## src/rtl/fmm_pkg.sv

```systemverilog
package fmm_pkg;

  typedef enum logic [1:0] {
    OP_MIN = 2'b00,
    OP_MAX = 2'b01,
    OP_NEG = 2'b10,
    OP_ABS = 2'b11
  } fmm_op_e;

  // Operand class flags produced by the classifier
  typedef struct packed {
    logic is_nan;
    logic is_snan;
    logic is_qnan;
  } fmm_cls_t;

endpackage

```

## src/rtl/fmm_classify.sv

```systemverilog
module fmm_classify
  import fmm_pkg::*;
#(
  parameter int EXP_W  = 8,
  parameter int FRAC_W = 23
) (
  input  logic [EXP_W+FRAC_W:0] x,
  output fmm_cls_t              cls
);
  localparam int QB = FRAC_W - 1;

  function automatic fmm_cls_t classify(input logic [EXP_W-1:0] e, input logic [FRAC_W-1:0] f);
    fmm_cls_t c;
    c.is_nan  = (&e) && (|f);
    c.is_qnan = c.is_nan && f[QB];
    c.is_snan = c.is_nan && !f[QB];
    return c;
  endfunction

  assign cls = classify(x[EXP_W+FRAC_W-1:FRAC_W], x[FRAC_W-1:0]);
endmodule

```

## src/rtl/fmm_order.sv

```systemverilog
module fmm_order #(
  parameter int EXP_W  = 8,
  parameter int FRAC_W = 23
) (
  input  logic [EXP_W+FRAC_W:0] x,
  input  logic [EXP_W+FRAC_W:0] y,
  output logic                  x_lt_y
);
  localparam int W = EXP_W + FRAC_W + 1;

  // Ordering of non-NaN values: sign first, then magnitude (exponent over fraction)
  function automatic logic less_than(input logic [W-1:0] p, input logic [W-1:0] q);
    if (p[W-1] != q[W-1])
      return p[W-1];
    else if (!p[W-1])
      return p[W-2:0] < q[W-2:0];
    else
      return p[W-2:0] > q[W-2:0];
  endfunction

  assign x_lt_y = less_than(x, y);
endmodule

```

## src/rtl/fmm_minmax.sv

```systemverilog
module fmm_minmax
  import fmm_pkg::*;
#(
  parameter int EXP_W  = 8,
  parameter int FRAC_W = 23
) (
  input  logic [EXP_W+FRAC_W:0] a,
  input  logic [EXP_W+FRAC_W:0] b,
  input  fmm_cls_t              cls_a,
  input  fmm_cls_t              cls_b,
  input  logic                  a_lt_b,
  input  logic                  b_lt_a,
  input  logic                  want_max,
  input  logic                  rule_new,
  output logic [EXP_W+FRAC_W:0] res,
  output logic                  inv,
  output logic                  ev_snan,
  output logic                  ev_qnan
);
  localparam int QB = FRAC_W - 1;

  assign ev_snan = cls_a.is_snan || cls_b.is_snan;
  assign ev_qnan = !ev_snan && (cls_a.is_qnan || cls_b.is_qnan);

  always_comb begin
    res = a;
    inv = 1'b0;
    if (ev_snan) begin
      res     = cls_a.is_snan ? a : b;
      res[QB] = 1'b1;
      inv     = 1'b1;
    end else if (ev_qnan) begin
      if (!rule_new)
        res = cls_a.is_qnan ? a : b;
      else
        res = (cls_a.is_qnan && !cls_b.is_qnan) ? b : a;
    end else if (want_max) begin
      res = a_lt_b ? b : a;
    end else begin
      res = b_lt_a ? b : a;
    end
  end
endmodule

```

## src/rtl/fmm_signop.sv

```systemverilog
module fmm_signop
  import fmm_pkg::*;
#(
  parameter int EXP_W  = 8,
  parameter int FRAC_W = 23
) (
  input  logic [EXP_W+FRAC_W:0] a,
  input  fmm_cls_t              cls_a,
  input  logic                  do_abs,
  input  logic                  rule_new,
  output logic [EXP_W+FRAC_W:0] res,
  output logic                  inv
);
  localparam int W  = EXP_W + FRAC_W + 1;
  localparam int QB = FRAC_W - 1;

  always_comb begin
    res = a;
    inv = 1'b0;
    if (!rule_new && cls_a.is_snan) begin
      res[QB] = 1'b1;
      if (do_abs) res[W-1] = 1'b0;
      inv = 1'b1;
    end else begin
      res[W-1] = do_abs ? 1'b0 : ~a[W-1];
    end
  end
endmodule

```

## src/rtl/fp_minmax_unit.sv

```systemverilog
module fp_minmax_unit
  import fmm_pkg::*;
#(
  parameter int EXP_W  = 8,
  parameter int FRAC_W = 23
) (
  input  logic                  clk,
  input  logic                  rst_n,
  input  logic [EXP_W+FRAC_W:0] a,
  input  logic [EXP_W+FRAC_W:0] b,
  input  logic [1:0]            op,
  input  logic                  mode,
  output logic [EXP_W+FRAC_W:0] result,
  output logic                  invalid
);
  localparam int W  = EXP_W + FRAC_W + 1;
  localparam int QB = FRAC_W - 1;

  fmm_op_e       op_e;
  logic [W-1:0]  opnd [2];
  fmm_cls_t      cls  [2];
  logic          a_lt_b, b_lt_a;
  logic [W-1:0]  mm_res, sg_res, nxt_res;
  logic          mm_inv, sg_inv, nxt_inv;
  logic          ev_snan, ev_qnan, ev_one_qnan;

  assign op_e    = fmm_op_e'(op);
  assign opnd[0] = a;
  assign opnd[1] = b;

  for (genvar i = 0; i < 2; i++) begin : g_cls
    fmm_classify #(.EXP_W(EXP_W), .FRAC_W(FRAC_W)) u_cls (.x(opnd[i]), .cls(cls[i]));
  end

  fmm_order #(.EXP_W(EXP_W), .FRAC_W(FRAC_W)) u_ord_ab (.x(a), .y(b), .x_lt_y(a_lt_b));
  fmm_order #(.EXP_W(EXP_W), .FRAC_W(FRAC_W)) u_ord_ba (.x(b), .y(a), .x_lt_y(b_lt_a));

  fmm_minmax #(.EXP_W(EXP_W), .FRAC_W(FRAC_W)) u_mm (
    .a(a), .b(b), .cls_a(cls[0]), .cls_b(cls[1]),
    .a_lt_b(a_lt_b), .b_lt_a(b_lt_a),
    .want_max(op_e == OP_MAX), .rule_new(mode),
    .res(mm_res), .inv(mm_inv), .ev_snan(ev_snan), .ev_qnan(ev_qnan)
  );

  fmm_signop #(.EXP_W(EXP_W), .FRAC_W(FRAC_W)) u_sg (
    .a(a), .cls_a(cls[0]), .do_abs(op_e == OP_ABS), .rule_new(mode),
    .res(sg_res), .inv(sg_inv)
  );

  assign nxt_res     = op[1] ? sg_res : mm_res;
  assign nxt_inv     = op[1] ? sg_inv : mm_inv;
  assign ev_one_qnan = ev_qnan && (cls[0].is_qnan != cls[1].is_qnan);

  always_ff @(posedge clk) begin
    if (!rst_n) begin
      result  <= '0;
      invalid <= 1'b0;
    end else begin
      result  <= nxt_res;
      invalid <= nxt_inv;
    end
  end


  invalid_quiet_chk: assert property (@(posedge clk) disable iff (!rst_n)
    invalid |-> ((&result[W-2:FRAC_W]) && result[QB]));


  one_qnan_new_chk: assert property (@(posedge clk) disable iff (!rst_n)
    ($past(rst_n) && $past(!op[1] && mode && ev_one_qnan))
      |-> !((&result[W-2:FRAC_W]) && (|result[FRAC_W-1:0])));


  pick_operand_chk: assert property (@(posedge clk) disable iff (!rst_n)
    ($past(rst_n) && $past(!op[1] && !ev_snan && !ev_qnan))
      |-> ((result == $past(a)) || (result == $past(b))) && !invalid);


  neg_flip_chk: assert property (@(posedge clk) disable iff (!rst_n)
    ($past(rst_n) && $past(op_e == OP_NEG && mode))
      |-> (result == {~$past(a[W-1]), $past(a[W-2:0])}));


  abs_sign_chk: assert property (@(posedge clk) disable iff (!rst_n)
    ($past(op_e == OP_ABS)) |-> !result[W-1]);


  sign_new_quiet_chk: assert property (@(posedge clk) disable iff (!rst_n)
    ($past(rst_n) && $past(op[1] && mode)) |-> !invalid);

endmodule

```

## config.mk

```make
export PLATFORM = sky130hd
export DESIGN_NAME = fp_minmax_unit
export DESIGN_NICKNAME = d
export VERILOG_FILES = /design/src/rtl/fmm_pkg.sv /design/src/rtl/fmm_classify.sv /design/src/rtl/fmm_order.sv /design/src/rtl/fmm_minmax.sv /design/src/rtl/fmm_signop.sv /design/src/rtl/fp_minmax_unit.sv
export SDC_FILE = /design/constraint.sdc
export NUM_CORES = 1
export LEC_CHECK = 0
export ABC_AREA = 1
export BUFFER_PORTS_ARGS = -buffer_cell sky130_fd_sc_hd__buf_2
export CAP_MARGIN = 15
export CORE_MARGIN = 2
export CORE_UTILIZATION = 53
export CTS_BUF_LIST = sky130_fd_sc_hd__clkbuf_4
export DETAILED_ROUTE_END_ITERATION = 10
export HOLD_SLACK_MARGIN = 0.1
export PLACE_DENSITY_LB_ADDON = 0.15
export SETUP_SLACK_MARGIN = 0.15
export SYNTH_ARGS = -nofsm -noshare
export SYNTH_HDL_FRONTEND = slang
export SYNTH_SLANG_ARGS = --single-unit
export TNS_END_PERCENT = 5
```

## constraint.sdc

```tcl
create_clock -name clk -period 2.43 [get_ports clk]
set_clock_uncertainty 0.15 [all_clocks]
set_input_delay 0.243 -clock clk [delete_from_list [all_inputs] [get_ports clk]]
set_output_delay 0.243 -clock clk [all_outputs]
set_load 0.01 [all_outputs]
```

After elaboration in Yosys (flattened, before gate mapping)
Index checks and enable logic that the tools add are counted.
- order comparisons: 4
- equal/unequal tests: 4
- muxes and demuxes: 21
- bitwise operators: 1
- reduce and logical (&&, ||, !) cells: 20
- operator list (operator ; count):
    $mux W32 ; 10
    $gt A31 B31 Y1 ; 2
    $lt A31 B31 Y1 ; 2
    $reduce_or A23 Y1 ; 2
    $reduce_and A8 Y1 ; 2
    $mux W1 ; 11
    $logic_and A1 B1 Y1 ; 9
    $logic_not A1 Y1 ; 5
    $eq A2 B1 Y1 const B ; 1
    $eq A2 B2 Y1 const B ; 1
    $logic_or A1 B1 Y1 ; 2
    $ne A1 B1 Y1 ; 2
    $not A1 Y1 ; 1
- register bits after elaboration: 33
- input bits: 69
- output and inout bits: 33
- logic and storage cells: 52

Depth between registers and ports, before layout
- word-level depth: 10
- depth in mapped cells: 20

Cells and area by module
A second synthesis with hierarchy kept.
- cell total of the unflattened synthesis: 1285
- area, all modules: 6588.8 sq um
- by module, submodules not included (module ; instances ; cells each ; area an instance (sq um) ; sequential area each (sq um)):
    fmm_minmax ; 1 ; 655 ; 2864.0 ; 0.0
    fmm_order ; 2 ; 158 ; 915.9 ; 0.0
    fp_minmax_unit ; 1 ; 214 ; 1380.1 ; 660.6
    fmm_signop ; 1 ; 42 ; 272.8 ; 0.0
    fmm_classify ; 2 ; 29 ; 120.1 ; 0.0

Least setup slack after synthesis
No wires, ideal clock.
- path kind: input -> register
- from: input a[30]
- to: register result[19]
- setup time: 0.122 ns
- arrival: 2.022 ns
- required time: 2.158 ns
- setup slack: 0.136 ns
- stages: 14
- buffers on the path: 1
- cell sequence: inv_1 > ha_1 > a21o_1 > nor2_1 > nand2_1 > a21oi_1 > nand3_1 > nand2_2 > clkbuf_1 > nand3_1 > nand3_1 > nand3_1 > nand2_1 > a21oi_2
- word-level cells in the longest chain between the ends: 9
- RTL lines (element ; RTL line ; text):
    from (decl) ; fp_minmax_unit.sv:9 ; input logic [EXP_W+FRAC_W:0] a,
    parallel branches: the longest is 7 deep, another holds $lt A31 B31 Y1 ; - ;
    $mux W32 (*) ; fmm_minmax.sv:28 ; if (ev_snan) begin
    $mux W32 (*) ; fp_minmax_unit.sv:50 ; assign nxt_res = op[1] ? sg_res : mm_res;
    to (signal assigned) ; fp_minmax_unit.sv:59 ; result <= nxt_res;
    to (decl) ; fp_minmax_unit.sv:13 ; output logic [EXP_W+FRAC_W:0] result,
Every way passes the cells marked *.
A chain may end at the register's enable or synchronous reset.

Final worst setup path
- from: input a[14]
- to: register result[28]
- word-level cells in the longest chain between the ends: 9
- RTL lines (element ; RTL line):
    parallel branches: the longest is 7 deep, another holds $lt A31 B31 Y1 ; -
    $mux W32 (*) ; fmm_minmax.sv:28
    $mux W32 (*) ; fp_minmax_unit.sv:50
Marks and branches as above.

==> flow_summary.toml <==
[sta]
hold_ws_ns = 0.111
maxSlewHeadroom_pct = 55.2
tns_ns = 0
fin_crit_sh_pct = 89.2
drv_slew = 0
setup_slack_ns = 0.263
tightest_slew_ns = 0.672
hold_violations = 0
setup_viol = 0
fin_crit_ns = 2.17
rsz0062_at_grt = "true"
clock.fmax_mhz = 461

[place]
preCtsSetupSlack_ns = -0.177
dpl.cell_count = 1179
placed_area_um2 = 6220
gp_congestion = 0.992
io_buffer_count = 101
dp_hpwl_mm = 13.0

[routing]
antenna_left = 0
drtIter0Drc = 628
viasPerCell = 5.78
wl_mm = 18.5
wl_per_cell_um = 15.5
drtPass1Iterations = 5
num_vias = 6912
drc_errors = 0

[clocking]
cts_made_buffers = 5
cts_tree = "yes"
path_clk_slew_ns = 0.12
cts_buffer_depth = 2
htree_levels = 2
cts_sinks = 33
clockRootBuffer = "clkbuf_4"

[final_layout]
layout_common_cells = "nand2_1, nand3_1, buf_2, buf_4, o21ai_0"
antenna_cells = 0
layout-drive-gt1-share_pct = 26.3
regArea_um2 = 661
final_area_um2 = 6550
num-fill-cells = 843
final_common_cell = "nand2_1"
layout.cells.non_filler = 1195
final_nets = 1167
multiInputGateArea_um2 = 3860
finish.utilization_pct = 70.9
area_growth_pct = 29.4

[floorplanning]
die_h_um = 102
rows = 35
die_area_um2 = 10300
start_util_pct = 54.8
coreArea_um2 = 9240
io_pins = 102
die_w_um = 102

[worst_setup_path]
critPathRequiredTime_ns = 2.57
worstPathBufferInverterCount = 5
path_cells = "buf_2, inv_1, ha_4, nand2_2, inv_1, nand2_1, nand2_1, a21oi_2, nand2_1, nand2_2, nand2_2, nand2_2, nand2_4, buf_4, buf_4, nand3_1, nand3_1, nand3_1, nand2_1, a21oi_2"
cp_slowest_cell = "ha_4"
critPathLaunchType = "input port"
worst_path_largest_cell_delay_ns = 0.23
cp_top_family = "simple AND/OR/NAND/NOR gates"
critPathCaptureType = "register"
arrival_ns = 2.31
criticalPathCategory = "in2reg"
worst-path-max-fanout = 6

[global_routing]
grt_pass1_wl_mm = 29.1
antenna_found_initial = 0
grtUsageTotal_pct = 35.1
grt-ovfl-total = 0
grt_pass1_vias = 6026
grt_max_degree = 48

[synth]
synth_area_um2 = 5060
yosys_warnings = 0
syn-instance-count = 902
synth_area_per_cell_um2 = 5.61
yosysSeqAreaShare_pct = 13.1
synth_nets = 1004
synth_cell_types = 35
ys_ff_latch = 33

[power]
power_density_nw_per_um2 = 321
p_leak_nw = 3.43
ir_drop_v = 0.000200
fin_total_pwr_mw = 2.10

[min_path]
hold_class = "in2reg"

[status]
status = "finished clean"

[flow_run]
maxCapViolations = 0
==> final timing paths <==
| kind | startpoint | endpoint | slack, ns | cells past startpoint |
|---|---|---|---|---|
| max | a[14] | result[28] | 0.26 | 20 |
| min | a[0] | result[0] | 0.11 | 3 |
==> state kept, by name, summed over array words and instances (netlist names) <==
signal	flops
result	32
invalid	1
==> timing repair <==
item,CTS,global route
hold buffers,6,0
endpoints found under the hold margin,6,0
endpoints found under the setup margin,0,31
setup buffers,0,1
resized for setup,0,40
==> logic make-up (layout without fill, tap and decap cells) <==
family                     count (synthesis)  count (layout)  share of synthesized area (%)
DFF                                       33              33                           13.1
and+or+nand+nor                          452             452                           40.0
buffers and inverters                    152             316                           13.8
AOI/OAI and AO/OA                        232             232                           24.9
adders and majority gates                 33              33                           8.16
==> final cells by class <==
class | instances | share of cell area (%)
multi-input cells | 717 | 59.0
repair buffers | 213 | 22.1
flip-flops and latches | 33 | 10.1
inverters | 95 | 5.56
well taps | 129 | 2.47
clock buffers | 6 | 0.688
clock inverters | 2 | 0.153
==> cells in the mapped netlist <==
master    instances  area (µm²)
clkbuf_1         21        78.8
nor4_1            1        6.26
buf_4             8        60.1
nor2_4            1        11.3
and2_1            1        6.26
nand3_4           1        17.5
nor2_1           45         169
buf_6            10         113
o21ai_1          17        85.1
inv_2            10        37.5
clkinv_4          1        8.76
clkinv_1          1        3.75
a22oi_1           1        7.51
o211ai_1         20         150
nand4_1          12        75.1
nand2_2           6        37.5
nand2_4           3        33.8
a21oi_1          91         455
clkbuf_2          1        5.00
ha_1             33         413
o211ai_2          3        37.5
a21oi_2           5        43.8
nor3_1            1        5.00
and3_1            1        6.26
a21o_1            2        15.0
nor4_4            2        42.5
buf_2            15        75.1
inv_1            83         312
nand2_1         231         867
nor3b_2           1        12.5
dfxtp_1          33         661
nand3_1         145         726
o21ai_0          93         465
nand3_2           1        10.0
buf_1             2        7.51
==> layer usage <==
| layer | routed length [µm] | share of wire [%] | global-route usage (%) |
|---|---|---|---|
| met1 | 7460 | 40 | 48.0 |
| met2 | 8030 | 43 | 53.4 |
| met3 | 2270 | 12 | 6.00 |
| met4 | 731 | 4.0 | 16.9 |
| met5 | 0 | 0 | 0 |
==> power by group <==
part	internal, mW	total (mW)	switching (mW)
clock	0.122	0.356	0.234
sequential	0.588	0.600	0.0118
combinational	0.470	1.14	0.672
Power figures use the tool's default switching activity.
